File: src/rtl/smb_blkreg_pkg.sv
package smb_blkreg_pkg;

  localparam int unsigned BYTE_W = 8;
  localparam int unsigned NUM_RW = 4;

  typedef enum logic [2:0] {
    ST_IDLE, ST_RX, ST_RX_ACK, ST_TX, ST_TX_ACK, ST_WAIT
  } link_state_t;

  typedef enum logic [2:0] {
    PH_ADDR, PH_OFFS, PH_CNT, PH_WDATA, PH_RCNT, PH_RDATA
  } xfer_phase_t;

  function automatic logic [BYTE_W-1:0] reg_reset(input int unsigned idx);
    case (idx)
      0:       return 8'h07;
      1:       return 8'hFF;
      default: return 8'h00;
    endcase
  endfunction

  function automatic logic [BYTE_W-1:0] reg_wmask(input int unsigned idx);
    case (idx)
      0:       return 8'hC7;
      default: return 8'hFF;
    endcase
  endfunction

endpackage

File: src/rtl/smb_line_filter.sv
module smb_line_filter #(
  parameter int unsigned STABLE_CYC = 3
) (
  input  logic clk,
  input  logic rst,
  input  logic raw,
  output logic synced,
  output logic filt
);
  localparam int unsigned CW = $clog2(STABLE_CYC + 1);

  logic [1:0]    sync_q;
  logic          prev_q;
  logic [CW-1:0] cnt_q;

  assign synced = sync_q[1];

  always_ff @(posedge clk) begin
    if (rst) begin
      sync_q <= 2'b11;
      prev_q <= 1'b1;
      cnt_q  <= '0;
      filt   <= 1'b1;
    end else begin
      sync_q <= {sync_q[0], raw};
      prev_q <= synced;
      if (synced != prev_q) begin
        cnt_q <= '0;
      end else if (cnt_q != CW'(STABLE_CYC - 1)) begin
        cnt_q <= cnt_q + CW'(1);
      end
      if (synced == prev_q && cnt_q == CW'(STABLE_CYC - 1)) begin
        filt <= synced;
      end
    end
  end
endmodule

File: src/rtl/smb_reg_bank.sv
module smb_reg_bank
  import smb_blkreg_pkg::*;
#(
  parameter logic [BYTE_W-1:0] ID_VALUE = 8'h20
) (
  input  logic                          clk,
  input  logic                          rst,
  input  logic                          wr_en,
  input  logic [BYTE_W-1:0]             wr_idx,
  input  logic [BYTE_W-1:0]             wr_data,
  input  logic [BYTE_W-1:0]             rd_idx,
  output logic [BYTE_W-1:0]             rd_data,
  output logic [NUM_RW-1:0][BYTE_W-1:0] regs_q
);

  for (genvar g = 0; g < NUM_RW; g++) begin : g_reg
    always_ff @(posedge clk) begin
      if (rst) begin
        regs_q[g] <= reg_reset(g);
      end else if (wr_en && wr_idx == BYTE_W'(g)) begin
        regs_q[g] <= wr_data & reg_wmask(g);
      end
    end
  end

  always_comb begin
    rd_data = '0;
    if (rd_idx == BYTE_W'(NUM_RW)) rd_data = ID_VALUE;
    for (int i = 0; i < NUM_RW; i++) begin
      if (rd_idx == BYTE_W'(i)) rd_data = regs_q[i];
    end
  end
endmodule

File: src/rtl/smb_xfer_fsm.sv
module smb_xfer_fsm
  import smb_blkreg_pkg::*;
#(
  parameter logic [6:0]        DEV_ADDR   = 7'b1101110,
  parameter logic [BYTE_W-1:0] READ_COUNT = 8'd5
) (
  input  logic              clk,
  input  logic              rst,
  input  logic              scl_f,
  input  logic              sda_f,
  input  logic [BYTE_W-1:0] rd_data,
  output logic [BYTE_W-1:0] rd_idx,
  output logic              sda_drive,
  output logic              wr_en,
  output logic [BYTE_W-1:0] wr_idx,
  output logic [BYTE_W-1:0] wr_data,
  output logic              ev_start,
  output logic              ev_stop,
  output logic              ev_fall
);
  logic              scl_d, sda_d, ev_rise;
  link_state_t       st_q;
  xfer_phase_t       ph_q;
  logic [3:0]        bit_q;
  logic [BYTE_W-1:0] sh_q, ptr_q, left_q;

  assign ev_start = scl_f & scl_d & sda_d & ~sda_f;
  assign ev_stop  = scl_f & scl_d & ~sda_d & sda_f;
  assign ev_rise  = scl_f & ~scl_d;
  assign ev_fall  = ~scl_f & scl_d;
  assign rd_idx   = (ph_q == PH_RDATA) ? ptr_q + 8'd1 : ptr_q;

  always_ff @(posedge clk) begin
    if (rst) begin
      scl_d     <= 1'b1;
      sda_d     <= 1'b1;
      st_q      <= ST_IDLE;
      ph_q      <= PH_ADDR;
      bit_q     <= '0;
      sh_q      <= '0;
      ptr_q     <= '0;
      left_q    <= '0;
      sda_drive <= 1'b0;
      wr_en     <= 1'b0;
      wr_idx    <= '0;
      wr_data   <= '0;
    end else begin
      scl_d <= scl_f;
      sda_d <= sda_f;
      wr_en <= 1'b0;
      if (ev_stop) begin
        st_q      <= ST_IDLE;
        sda_drive <= 1'b0;
      end else if (ev_start) begin
        st_q      <= ST_RX;
        ph_q      <= PH_ADDR;
        bit_q     <= '0;
        sda_drive <= 1'b0;
      end else begin
        case (st_q)
          ST_RX: begin
            if (ev_rise) begin
              sh_q  <= {sh_q[6:0], sda_f};
              bit_q <= bit_q + 4'd1;
            end else if (ev_fall && bit_q == 4'd8) begin
              bit_q <= '0;
              st_q  <= ST_WAIT;
              case (ph_q)
                PH_ADDR: if (sh_q[7:1] == DEV_ADDR) begin
                  sda_drive <= 1'b1;
                  st_q      <= ST_RX_ACK;
                  ph_q      <= sh_q[0] ? PH_RCNT : PH_OFFS;
                end
                PH_OFFS: begin
                  ptr_q     <= sh_q;
                  sda_drive <= 1'b1;
                  st_q      <= ST_RX_ACK;
                  ph_q      <= PH_CNT;
                end
                PH_CNT: if (sh_q != '0) begin
                  left_q    <= sh_q;
                  sda_drive <= 1'b1;
                  st_q      <= ST_RX_ACK;
                  ph_q      <= PH_WDATA;
                end
                PH_WDATA: if (left_q != '0) begin
                  wr_en     <= 1'b1;
                  wr_idx    <= ptr_q;
                  wr_data   <= sh_q;
                  ptr_q     <= ptr_q + 8'd1;
                  left_q    <= left_q - 8'd1;
                  sda_drive <= 1'b1;
                  st_q      <= ST_RX_ACK;
                end
                default: ;
              endcase
            end
          end
          ST_RX_ACK: if (ev_fall) begin
            if (ph_q == PH_RCNT) begin
              st_q      <= ST_TX;
              sh_q      <= READ_COUNT;
              sda_drive <= ~READ_COUNT[7];
              bit_q     <= 4'd1;
            end else begin
              st_q      <= ST_RX;
              sda_drive <= 1'b0;
            end
          end
          ST_TX: if (ev_fall) begin
            if (bit_q == 4'd8) begin
              sda_drive <= 1'b0;
              st_q      <= ST_TX_ACK;
            end else begin
              sda_drive <= ~sh_q[6];
              sh_q      <= {sh_q[6:0], 1'b0};
              bit_q     <= bit_q + 4'd1;
            end
          end
          ST_TX_ACK: begin
            if (ev_rise && sda_f) begin
              st_q <= ST_WAIT;
            end else if (ev_fall) begin
              if (ph_q == PH_RDATA) ptr_q <= ptr_q + 8'd1;
              ph_q      <= PH_RDATA;
              sh_q      <= rd_data;
              sda_drive <= ~rd_data[7];
              bit_q     <= 4'd1;
              st_q      <= ST_TX;
            end
          end
          default: ;
        endcase
      end
    end
  end
endmodule

File: src/rtl/smb_blkreg_target.sv
module smb_blkreg_target
  import smb_blkreg_pkg::*;
#(
  parameter logic [6:0]        DEV_ADDR = 7'b1101110,
  parameter logic [BYTE_W-1:0] ID_VALUE = 8'h20,
  parameter int unsigned       FILT_LEN = 3
) (
  input  logic              clk,
  input  logic              rst,
  input  logic              scl_i,
  input  logic              sda_i,
  output logic              sda_o,
  output logic              sda_oe,
  output logic [BYTE_W-1:0] ctrl_cfg,
  output logic [BYTE_W-1:0] out_en,
  output logic [BYTE_W-1:0] stop_sel,
  output logic [BYTE_W-1:0] aux_cfg
);
  localparam logic [BYTE_W-1:0] READ_COUNT = BYTE_W'(NUM_RW + 1);

  logic scl_s, scl_f, sda_s, sda_f;
  logic ev_start, ev_stop, ev_fall, wr_en;
  logic [BYTE_W-1:0] wr_idx, wr_data, rd_idx, rd_data;
  logic [NUM_RW-1:0][BYTE_W-1:0] regs_q;

  smb_line_filter #(.STABLE_CYC(FILT_LEN)) i_scl_filt (
    .clk(clk), .rst(rst), .raw(scl_i), .synced(scl_s), .filt(scl_f));
  smb_line_filter #(.STABLE_CYC(FILT_LEN)) i_sda_filt (
    .clk(clk), .rst(rst), .raw(sda_i), .synced(sda_s), .filt(sda_f));

  smb_xfer_fsm #(.DEV_ADDR(DEV_ADDR), .READ_COUNT(READ_COUNT)) i_fsm (
    .clk(clk), .rst(rst), .scl_f(scl_f), .sda_f(sda_f),
    .rd_data(rd_data), .rd_idx(rd_idx), .sda_drive(sda_oe),
    .wr_en(wr_en), .wr_idx(wr_idx), .wr_data(wr_data),
    .ev_start(ev_start), .ev_stop(ev_stop), .ev_fall(ev_fall));

  smb_reg_bank #(.ID_VALUE(ID_VALUE)) i_bank (
    .clk(clk), .rst(rst), .wr_en(wr_en), .wr_idx(wr_idx), .wr_data(wr_data),
    .rd_idx(rd_idx), .rd_data(rd_data), .regs_q(regs_q));

  assign sda_o    = 1'b0;
  assign ctrl_cfg = regs_q[0];
  assign out_en   = regs_q[1];
  assign stop_sel = regs_q[2];
  assign aux_cfg  = regs_q[3];
endmodule

File: config.mk
export PLATFORM = sky130hd
export DESIGN_NAME = smb_blkreg_target
export DESIGN_NICKNAME = d
export VERILOG_FILES = /design/src/rtl/smb_blkreg_pkg.sv /design/src/rtl/smb_line_filter.sv /design/src/rtl/smb_reg_bank.sv /design/src/rtl/smb_xfer_fsm.sv /design/src/rtl/smb_blkreg_target.sv
export SDC_FILE = /design/constraint.sdc
export NUM_CORES = 1
export LEC_CHECK = 0
export BUFFER_PORTS_ARGS = -buffer_cell sky130_fd_sc_hd__buf_2
export CAP_MARGIN = 30
export CORE_MARGIN = 2
export CORE_UTILIZATION = 65
export CTS_BUF_LIST = sky130_fd_sc_hd__clkbuf_16
export DETAILED_ROUTE_END_ITERATION = 12
export PLACE_DENSITY = 0.87
export SETUP_SLACK_MARGIN = 0.02
export SLEW_MARGIN = 20
export SYNTH_ARGS = -nofsm -noshare
export SYNTH_HDL_FRONTEND = slang
export SYNTH_SLANG_ARGS = --single-unit
File: constraint.sdc
create_clock -name clk -period 3.7 [get_ports clk]
set_clock_uncertainty 0.1 [all_clocks]
set_input_delay 0.37 -clock clk [delete_from_list [all_inputs] [get_ports clk]]
set_output_delay 0.37 -clock clk [all_outputs]
set_load 0.03 [all_outputs]
* Yosys cells after proc, flatten, opt, wreduce, memory -nomap -nowiden *
Cells that the tools add are included.

operators by class
  add/sub/neg operators = 5
  eq/ne operators = 58
  muxes and demuxes = 72
  bitwise logic cells = 19
  reduce and logical (&&, ||, !) cells = 32

operator list
  kind                  number
  $mux W8               19
  $mux W3               18
  $pmux W8 S2           3
  $mux W4               9
  $eq A8 B2 Y1 const B  4
  $pmux W8 S4           1
  $ne A3 B2 Y1 const B  10
  $reduce_and A9 Y1     3
  $pmux W3 S4           2
  $reduce_and A7 Y1     3
  $ne A2 B1 Y1 const B  9
  $eq A8 B1 Y1 const B  2
  $logic_not A8 Y1      2
  $pmux W4 S4           1
  $reduce_bool A8 Y1    2
  $mux W1               13
  $eq A3 B2 Y1 const B  4
  $not A1 Y1            12
  $reduce_and A11 Y1    1
  $ne A2 B2 Y1 const B  5
  $reduce_and A10 Y1    1
  $eq A3 B3 Y1 const B  3
  $ne A3 B3 Y1 const B  3
  $pmux W3 S3           1
  31 further kinds      55

word-level totals
  bits in registers = 95
  input port bits = 4
  output and inout bits = 34
  word-level logic and storage cells = 211

* Logic depth before layout (Yosys ltp) *
Gate-level depths: netlist of run 1.

  depth in word-level cells = 12
  gate-level depth with buffers = 9
  mapped depth without buffers = 8

* Hierarchy *
Synthesis of run 1 repeated with hierarchy kept, for this count alone.

unflattened totals
  cells, all modules = 640
  area, all modules = 5396.4 µm²

modules (own cells, without submodules)
  module             instances  cells each  area an instance (µm²)  sequential area each (µm²)
  smb_xfer_fsm       1          446         3440.8                  1081.0
  smb_reg_bank       1          148         1496.4                  580.6
  smb_line_filter    2          22          224.0                   120.1
  smb_blkreg_target  1          2           11.3                    0.0

* Worst setup path after synthesis of run 1 *
No wires, ideal clock.

  path type = register -> register
  start point = register i_fsm.bit_q[0]
  end point = register i_fsm.bit_q[3]
  library setup time = 0.071 ns
  data arrival time = 1.997 ns
  required time = 3.529 ns
  path slack = 1.533 ns
  stages on the path, launching flop included = 9
  path buffers = 0
  clock period less this slack = 2.167 ns
  path through = dfxtp_1 -> inv_1 -> ha_1 -> nand3b_1 -> or3b_1 -> nand3_2 -> a31oi_4 -> or4_1 -> a21oi_1

between the ends
  word-level cells in the longest chain between the ends = 5
  elaborated cells between the ends (all ways) = 11
  classes of those cells = 1 x add/sub; 3 x eq/ne; 5 x mux; 2 x reduce/logical

RTL lines
  item                      line                                     RTL
  start: declaration        smb_xfer_fsm.sv:24                       logic [3:0] bit_q;
  start signal: assignment  smb_xfer_fsm.sv:64                       bit_q <= bit_q + 4'd1;
  start signal: assignment  smb_xfer_fsm.sv:117                      bit_q <= bit_q + 4'd1;
  $add A4 B1 Y4             smb_xfer_fsm.sv:64, smb_xfer_fsm.sv:117
  $mux W4                   smb_xfer_fsm.sv:111                      if (bit_q == 4'd8) begin
  $mux W4                   smb_xfer_fsm.sv:110                      ST_TX: if (ev_fall) begin
  $pmux W4 S4               smb_xfer_fsm.sv:60                       case (st_q)
  $mux W4                   smb_xfer_fsm.sv:54                       end else if (ev_start) begin

Several ways; a longest one is shown, not always the timed one. The select of a mux whose other input is x is not followed.
A chain may end at the register's enable or synchronous reset.

* Worst setup path after layout of run 1 *
  start point = register i_fsm.ptr_q[0]
  end point = register i_fsm.sh_q[4]

between the ends
  word-level cells in the longest chain between the ends = 10
  elaborated cells between the ends (all ways) = 13
  classes of those cells = 1 x add/sub; 3 x eq/ne; 8 x mux; 1 x reduce/logical

RTL lines
  item                      line                 RTL
  start: declaration        smb_xfer_fsm.sv:25   logic [BYTE_W-1:0] sh_q, ptr_q, left_q;
  start signal: assignment  smb_xfer_fsm.sv:75   ptr_q <= sh_q;
  start signal: assignment  smb_xfer_fsm.sv:90   ptr_q <= ptr_q + 8'd1;
  start signal: assignment  smb_xfer_fsm.sv:124  if (ph_q == PH_RDATA) ptr_q <= ptr_q + 8'd1;
  $add A8 B1 Y8             smb_xfer_fsm.sv:31   assign rd_idx = (ph_q == PH_RDATA) ? ptr_q + 8'd1 : ptr_q;
  $mux W8 *                 n/a
  $logic_not A8 Y1          smb_reg_bank.sv:30   if (rd_idx == BYTE_W'(i)) rd_data = regs_q[i];
  $mux W8 (3 in a row)      smb_reg_bank.sv:30
  $mux W8 *                 smb_reg_bank.sv:30
  $mux W8 *                 smb_xfer_fsm.sv:123  end else if (ev_fall) begin
  $mux W8 *                 smb_xfer_fsm.sv:121  if (ev_rise && sda_f) begin
  $pmux W8 S4 *             smb_xfer_fsm.sv:60
  end signal: assignment    smb_xfer_fsm.sv:63   sh_q <= {sh_q[6:0], sda_f};
  end signal: assignment    smb_xfer_fsm.sv:116  sh_q <= {sh_q[6:0], 1'b0};
  end signal: assignment    smb_xfer_fsm.sv:126  sh_q <= rd_data;
  end: declaration          smb_xfer_fsm.sv:25

Mark *: on every way between the ends. The rest lies on a longest branch, timed or not. The select of a mux whose other input is x is not followed.

==> results of run 1 <==
[stage by stage]
stage | setup slack [ns] | std cells | util, % | power, mW | instance area [sq um]
floorplan | 1.53 | 675 | - | 1.13 | 5340
global placement | 1.07 | 769 | 67.2 | 1.13 | 5440
detailed placement | 0.954 | 769 | 67.2 | 1.14 | 5440
CTS | 0.841 | 785 | 70.8 | 2.03 | 5730
global route | 0.538 | 785 | 70.8 | 2.08 | 5730
finish | 0.713 | 785 | 70.8 | 2.03 | 5730
[power groups by stage]
stage               Clock [mW]  Combinational [mW]  Sequential, mW
finish                   0.912              0.0718            1.04
global route             0.958              0.0819            1.04
CTS                      0.911              0.0719            1.04
detailed placement           0              0.0710            1.07
global placement             0              0.0671            1.07
floorplan                    0              0.0621            1.06
[cells in the final DEF, fill, tap and decap left out, drive strengths merged, types with 7 or more instances in the layout]
cell type,instances
nand3,23
clkbuf,9
nand2,96
and3,8
o211ai,7
nor2,65
inv,22
nor3,16
buf,39
dfxtp,95
nand4,7
a31oi,11
nand2b,11
mux2i,32
o21ai,41
a21oi,57
or2,9
a211oi,8
[metal layers]
| metal | wire length [um] | share of wire (%) | track usage (%) | vias to the layer above |
|---|---|---|---|---|
| li1 | - | - | - | 2414 |
| met1 | 5980 | 42 | 42.9 | 2413 |
| met2 | 6710 | 47 | 53.5 | 298 |
| met3 | 1210 | 8.4 | 5.11 | 51 |
| met4 | 496 | 3.4 | 17.1 | 0 |
| met5 | 0 | 0 | 0 | - |
[flip-flops by register name, summed over array words and instances (netlist names), 3 cells and up]
signal	count
i_bank.regs_q	29
i_fsm.left_q	8
i_fsm.ptr_q	8
i_fsm.sh_q	8
i_fsm.wr_data	8
i_fsm.wr_idx	8
i_fsm.bit_q	4
i_fsm.ph_q	3
i_fsm.st_q	3
[worst register-to-register path: stages, from the launching register on]
cell	delay (ns)
sky130_fd_sc_hd__dfxtp_1	0.67
sky130_fd_sc_hd__ha_1	0.52
sky130_fd_sc_hd__nand3_1	0.21
sky130_fd_sc_hd__nor4_1	0.34
sky130_fd_sc_hd__nor3_1	0.15
sky130_fd_sc_hd__nor3_4	0.34
sky130_fd_sc_hd__o21ai_0	0.22
sky130_fd_sc_hd__a311oi_1	0.34
[path summary, 6_finish.rpt]
kind	to	cells after the start
worst min register to register	i_sda_filt.sync_q[1]	1
worst max register to register	i_fsm.sh_q[4]	7
worst min-delay path	i_sda_filt.sync_q[0]	2
worst max-delay path	i_fsm.sh_q[4]	7
[kinds of logic after synthesis]
group / count (synthesis)
buffers and inverters: 66
AOI/OAI and AO/OA: 179
DFF: 95
and+or+nand+nor: 283
muxes: 33
adders and majority gates: 6
other: 1
xor gates and xnor gates: 9
[final cells by class]
cell class              instances  area [sq um]
inverters                      16          60.1
clock inverters                 7          61.3
fillers                       629          2370
clock buffers                   9           225
well taps                     105           131
flip-flops and latches         95          1900
repair buffers                 39           210
multi-input cells             514          3140
==> run metrics, run 1 <==
total global routing track utilization=33.1%; net switching fraction of the power=roughly 25%; post-synthesis sequential area ratio=35.7%; minimum setup slack among reg-to-reg paths=0.71 ns; floorplan die height=94.6 um; Async S/R FF share, synth=0%; via count of the first global-routing pass=4840; count of nets after finishing=685; path type of the worst min-delay path=input port to flop; count of max-cap constraint violations=0; Inserted Diodes=0; Worst-Margin Slew=roughly 0.77 ns; antenna violations before repair=0; Arrival @ worst endpoint=3.12 ns; starting utilization of the core area=about 66%; number of enable-type register cells in the synthesized netlist=0; Tmin final=2.99 ns; Critical Path Start Type=flop; CTS Root Buffer Type=sky130_fd_sc_hd__clkbuf_16; cell count after synthesis=672; Pleak=about 2.1 nW; PortBufs=33; total power divided by cell area=354 nW/um^2; cell type with the largest total area after synthesis=sky130_fd_sc_hd__dfxtp_1; die extent in x=94.6 um; Post-Synth XOR/XNOR Area=1.48%; number of routed nets with antenna violations=0; overall die area=8940 sq um; Slowest Stage Delay on Critical Path=0.67 ns; worst supply voltage drop on vdd=~0.00033 V; top cells by area in the synthesized netlist=sky130_fd_sc_hd__dfxtp_1, sky130_fd_sc_hd__nand2_1, sky130_fd_sc_hd__mux2i_1; outcome=completed; Synth Register Bits=95; CTS tree=yes; achievable clock frequency=about 330 MHz; synthesized-area fraction occupied by ao, oa, aoi and oai cells=22.3%; critical path start-end classification=flop to flop; Top Ports=38; sequential share of power=51.5%; Resized cells post-CTS=0; number of cell rows=33; share of power burned in combinational logic=3.5%; total overflow reported by the global router=0; routed wire length=14400 um; arithmetic-cell share of the synthesized area counting full adders, half adders and majority gates=1.41%; Setup Total Neg Slack=0 ns; gate family responsible for the most delay along the worst path=simple AND/OR/NAND/NOR gates; largest net degree at the start of global routing=71; standard cell with the maximum stage delay on the critical path=sky130_fd_sc_hd__dfxtp_1; Initial DRC Count=around 580; basic-gate share of the synthesized area counting and, or, nand and nor cells=between 20% and 30%; number of design rule violations left after detail routing=0; number of pins exceeding their max-slew limit in the final report=0; first-pass GRT wire length=23500 um; Post-Syn Area=5330 sq um; number of levels in the clock H-tree=3; Post-CTS Setup Bufs=0; fin crit share=80.7%; synth-to-layout area growth=7.39%; CTS buffer count=9; maximum buffer depth of the clock tree=2; largest family of logic cells by synthesized area=simple AND/OR/NAND/NOR gates; internal power=between 1.5 and 2 mW; Max FO, Critical Path=18; relative slew slack=~48%; number of hold-slack violations in the final timing report=0; Yosys top cell area share=35.7%; Std-Cell Core Area=8090 sq um; final setup violation count=0; vias=5176; RR Startpoint=i_fsm.ptr_q[0]; worst endpoint required time=3.83 ns; Final HPWL DP=9620 um; startpoint of the lowest-slack hold path=sda_i; critical path startpoint=i_fsm.ptr_q[0]; setup repair after global routing missed its margin=no; main flop type after synthesis=sky130_fd_sc_hd__dfxtp_1; post-detailed-route via-to-cell ratio=about 6.6; Net Switching=497 uW; hold buffer count at cts=0; multiplexer share of the synthesized area=6.22%; clock latency on the worst-skew pair=around 0.34 ns; Netlist cell types=between 70 and 80; number of buffers and inverters on the critical path=0; CP Cell Sequence=ha_1 -> nand3_1 -> nor4_1 -> nor3_1 -> nor3_4 -> o21ai_0 -> a311oi_1; sinks on the clock net=95; clock-pin slew of the registers on the worst-case setup and hold paths=about 0.07 ns; number of iterations in the first detailed-routing pass=5; top post-synthesis cells by count=sky130_fd_sc_hd__dfxtp_1, sky130_fd_sc_hd__nand2_1, sky130_fd_sc_hd__nor2_1, sky130_fd_sc_hd__a21oi_1, sky130_fd_sc_hd__o21ai_0; crit path capture type=flop; proportion of layout cells with a drive suffix above 1=13.7%; post-route worst hold slack=roughly 0.11 ns; number of warnings reported in the yosys synthesis log=0; synthesized area per cell=7.94 sq um; final estimated routing congestion in global placement=0.968; routed wirelength normalized by instance count=approximately 18 um; part of the power in the clock network=45.0%
Power figures use the tool's default switching activity.
==> run 2, diff against run 1 <==
--- a/config.mk
+++ b/config.mk
@@ -5,13 +5,14 @@
 export SDC_FILE = /design/constraint.sdc
 export NUM_CORES = 1
 export LEC_CHECK = 0
+export ABC_AREA = 1
 export BUFFER_PORTS_ARGS = -buffer_cell sky130_fd_sc_hd__buf_2
 export CAP_MARGIN = 30
 export CORE_MARGIN = 2
-export CORE_UTILIZATION = 65
+export CORE_UTILIZATION = 60
 export CTS_BUF_LIST = sky130_fd_sc_hd__clkbuf_16
 export DETAILED_ROUTE_END_ITERATION = 12
-export PLACE_DENSITY = 0.87
+export PLACE_DENSITY = 0.82
 export SETUP_SLACK_MARGIN = 0.02
 export SLEW_MARGIN = 20
 export SYNTH_ARGS = -nofsm -noshare
==> constraint.sdc (replaced) <==
create_clock -name clk -period 3.05 [get_ports clk]
set_clock_uncertainty 0.1 [all_clocks]
set_input_delay 0.305 -clock clk [delete_from_list [all_inputs] [get_ports clk]]
set_output_delay 0.305 -clock clk [all_outputs]
set_load 0.03 [all_outputs]
==> run 2 against run 1 <==
Routed wire length fell by 12%. Maximum frequency up 12%. Area after synthesis decreased by 7.4%. Cell area shrank 5.6%. Sequential power rose by 55%. Register-to-register slack got worse by 0.33 ns. Global-route usage is 3.5 points lower.
==> run metrics, run 2 <==
outcome=completed; final estimated routing congestion in global placement=0.965; antenna violations before repair=0; synthesized area per cell=roughly 6.9 sq um; Max FO, Critical Path=15; Inserted Diodes=0; Top Ports=38; Final HPWL DP=9050 um; placement-stage cell area=about 5100 sq um; Post-CTS Setup Bufs=0; Std-Cell Core Area=between 8000 and 9000 sq um; top cells by area in the synthesized netlist=sky130_fd_sc_hd__dfxtp_1, sky130_fd_sc_hd__nand2_1, sky130_fd_sc_hd__o21ai_0; number of enable-type register cells in the synthesized netlist=0; Critical Path Start Type=flop; achievable clock frequency=375 MHz; flip-flop count of the largest register after layout=29; post-synthesis sequential area ratio=38.5%; Resized cells post-CTS=0; standard cell with the maximum stage delay on the critical path=sky130_fd_sc_hd__dfxtp_1; first-pass GRT wire length=21000 um; Yosys top cell area share=38.5%; number of levels in the clock H-tree=3; worst supply voltage drop on vdd=approximately 0.00048 V; cell count after placement=833; Initial DRC Count=503; final setup violation count=0; filler instances=a little over 700; via count of the first global-routing pass=4522; setup repair after global routing missed its margin=no; commonest cells after routing, fill and taps aside=sky130_fd_sc_hd__nand2_1, sky130_fd_sc_hd__dfxtp_1, sky130_fd_sc_hd__nor2_1, sky130_fd_sc_hd__inv_1, sky130_fd_sc_hd__o21ai_0; CTS buffer count=9; hold buffer count at cts=0; Tmin final=2.67 ns; path type of the worst min-delay path=input port to flop; starting utilization of the core area=a little over 60%; gate family responsible for the most delay along the worst path=simple AND/OR/NAND/NOR gates; count of max-cap constraint violations=0; clock-pin slew of the registers on the worst-case setup and hold paths=approximately 0.070 ns; total power divided by cell area=slightly below 900 nW/um^2; most common cell after layout, fill and taps aside=sky130_fd_sc_hd__nand2_1; Worst-Margin Slew=0.614 ns; crit path capture type=flop; number of routed nets with antenna violations=0; Design Area, Final=around 5400 sq um; cell type with the largest total area after synthesis=sky130_fd_sc_hd__dfxtp_1; overall die area=~9000 sq um; number of design rule violations left after detail routing=0; CP Cell Sequence=nor2_1 -> nand2_1 -> inv_1 -> nand3_1 -> inv_1 -> nand2_1 -> nand4_1 -> inv_1 -> o21ai_0 -> a31oi_1; fin crit share=roughly 88%; most common cell in the synthesized netlist=sky130_fd_sc_hd__nand2_1; most flop-heavy register=i_bank.regs_q; proportion of layout cells with a drive suffix above 1=10.8%; Setup Total Neg Slack=0 ns; number of buffers and inverters on the critical path=3; largest net degree at the start of global routing=61; synth-to-layout area growth=9.45%; routed wirelength normalized by instance count=14.9 um; number of iterations in the first detailed-routing pass=7; sinks on the clock net=95; main flop type after synthesis=sky130_fd_sc_hd__dfxtp_1; worst endpoint required time=3.22 ns; floorplan die height=94.7 um; Pleak=2.45 nW; Slowest Stage Delay on Critical Path=0.52 ns; number of hold-slack violations in the final timing report=0; cell count after synthesis=718; vias=~5000; maximum buffer depth of the clock tree=2; Post-Syn Area=4940 sq um; total global routing track utilization=29.6%; Netlist cell types=43; total overflow reported by the global router=0; relative slew slack=59.0%; number of cell rows=33; top post-synthesis cells by count=sky130_fd_sc_hd__nand2_1, sky130_fd_sc_hd__dfxtp_1, sky130_fd_sc_hd__nor2_1, sky130_fd_sc_hd__inv_1, sky130_fd_sc_hd__o21ai_0; number of warnings reported in the yosys synthesis log=0; critical path's most frequent cell=sky130_fd_sc_hd__inv_1; CTS tree=yes; Layout Cells excl Fill=849; post-detailed-route via-to-cell ratio=5.84; number of pins exceeding their max-slew limit in the final report=0; die extent in x=about 95 um; Synth Register Bits=95; Arrival @ worst endpoint=between 2 and 3 ns; routed wire length=12700 um; clock latency on the worst-skew pair=0.35 ns; critical path start-end classification=flop to flop; CTS Root Buffer Type=sky130_fd_sc_hd__clkbuf_16; PortBufs=33; Async S/R FF share, synth=0%; count of nets after finishing=749
[run 2: power breakdown]
group	internal, mW	switching (mW)
combinational	0.654	1.44
sequential	1.41	0.207
clock	0.571	0.539
total	2.63	2.19
[run 2: logic make-up (layout without fill, tap and decap cells)]
group / after synthesis / in the layout / share of synthesized area (%)
buffers and inverters: 115 / 138 / 9.55
AOI/OAI and AO/OA: 171 / 171 / 19.6
adders and majority gates: 6 / 6 / 1.52
other: 1 / 4 / 0.0759
DFF: 95 / 95 / 38.5
xor gates and xnor gates: 9 / 9 / 1.60
and+or+nand+nor: 321 / 321 / 29.2
[run 2: worst paths after layout]
| kind | depth (start not counted) | to | from | slack [ns] |
|---|---|---|---|---|
| setup / recovery | 10 | i_fsm.ptr_q[0] | i_fsm.ph_q[2] | 0.38 |
| hold reg to reg | 1 | i_scl_filt.sync_q[1] | i_scl_filt.sync_q[0] | 0.31 |
| setup reg to reg | 10 | i_fsm.ptr_q[0] | i_fsm.ph_q[2] | 0.38 |
| hold / removal | 2 | i_scl_filt.sync_q[0] | scl_i | 0.03 |
[run 2: per-layer routing]
metal | global-route usage, % | share of wire [%]
met1 | 38.8 | 42
met5 | 0 | 0
met2 | 47.6 | 47
met3 | 6.86 | 8.4
met4 | 11.1 | 2.6
[run 2: area by class of cell]
class                   instances  area, sq um  share of cell area [%]
multi-input cells             511         2580                    47.7
clock buffers                   9          225                    4.17
clock inverters                 7         61.3                    1.13
repair buffers                 35          180                    3.33
inverters                      87          329                    6.09
flip-flops and latches         95         1900                    35.2
well taps                     105          131                    2.43
[run 2: stage by stage]
stage	utilization (%)	power (mW)	setup slack (ns)	hold WS, ns
floorplan	-	3.28	1.09	0.289
global placement	63.3	3.59	0.557	0.290
detailed placement	63.3	3.66	0.447	0.294
CTS	66.8	4.77	0.430	0.0330
global route	66.8	5.15	0.0744	0.0352
finish	66.8	4.82	0.381	0.0309
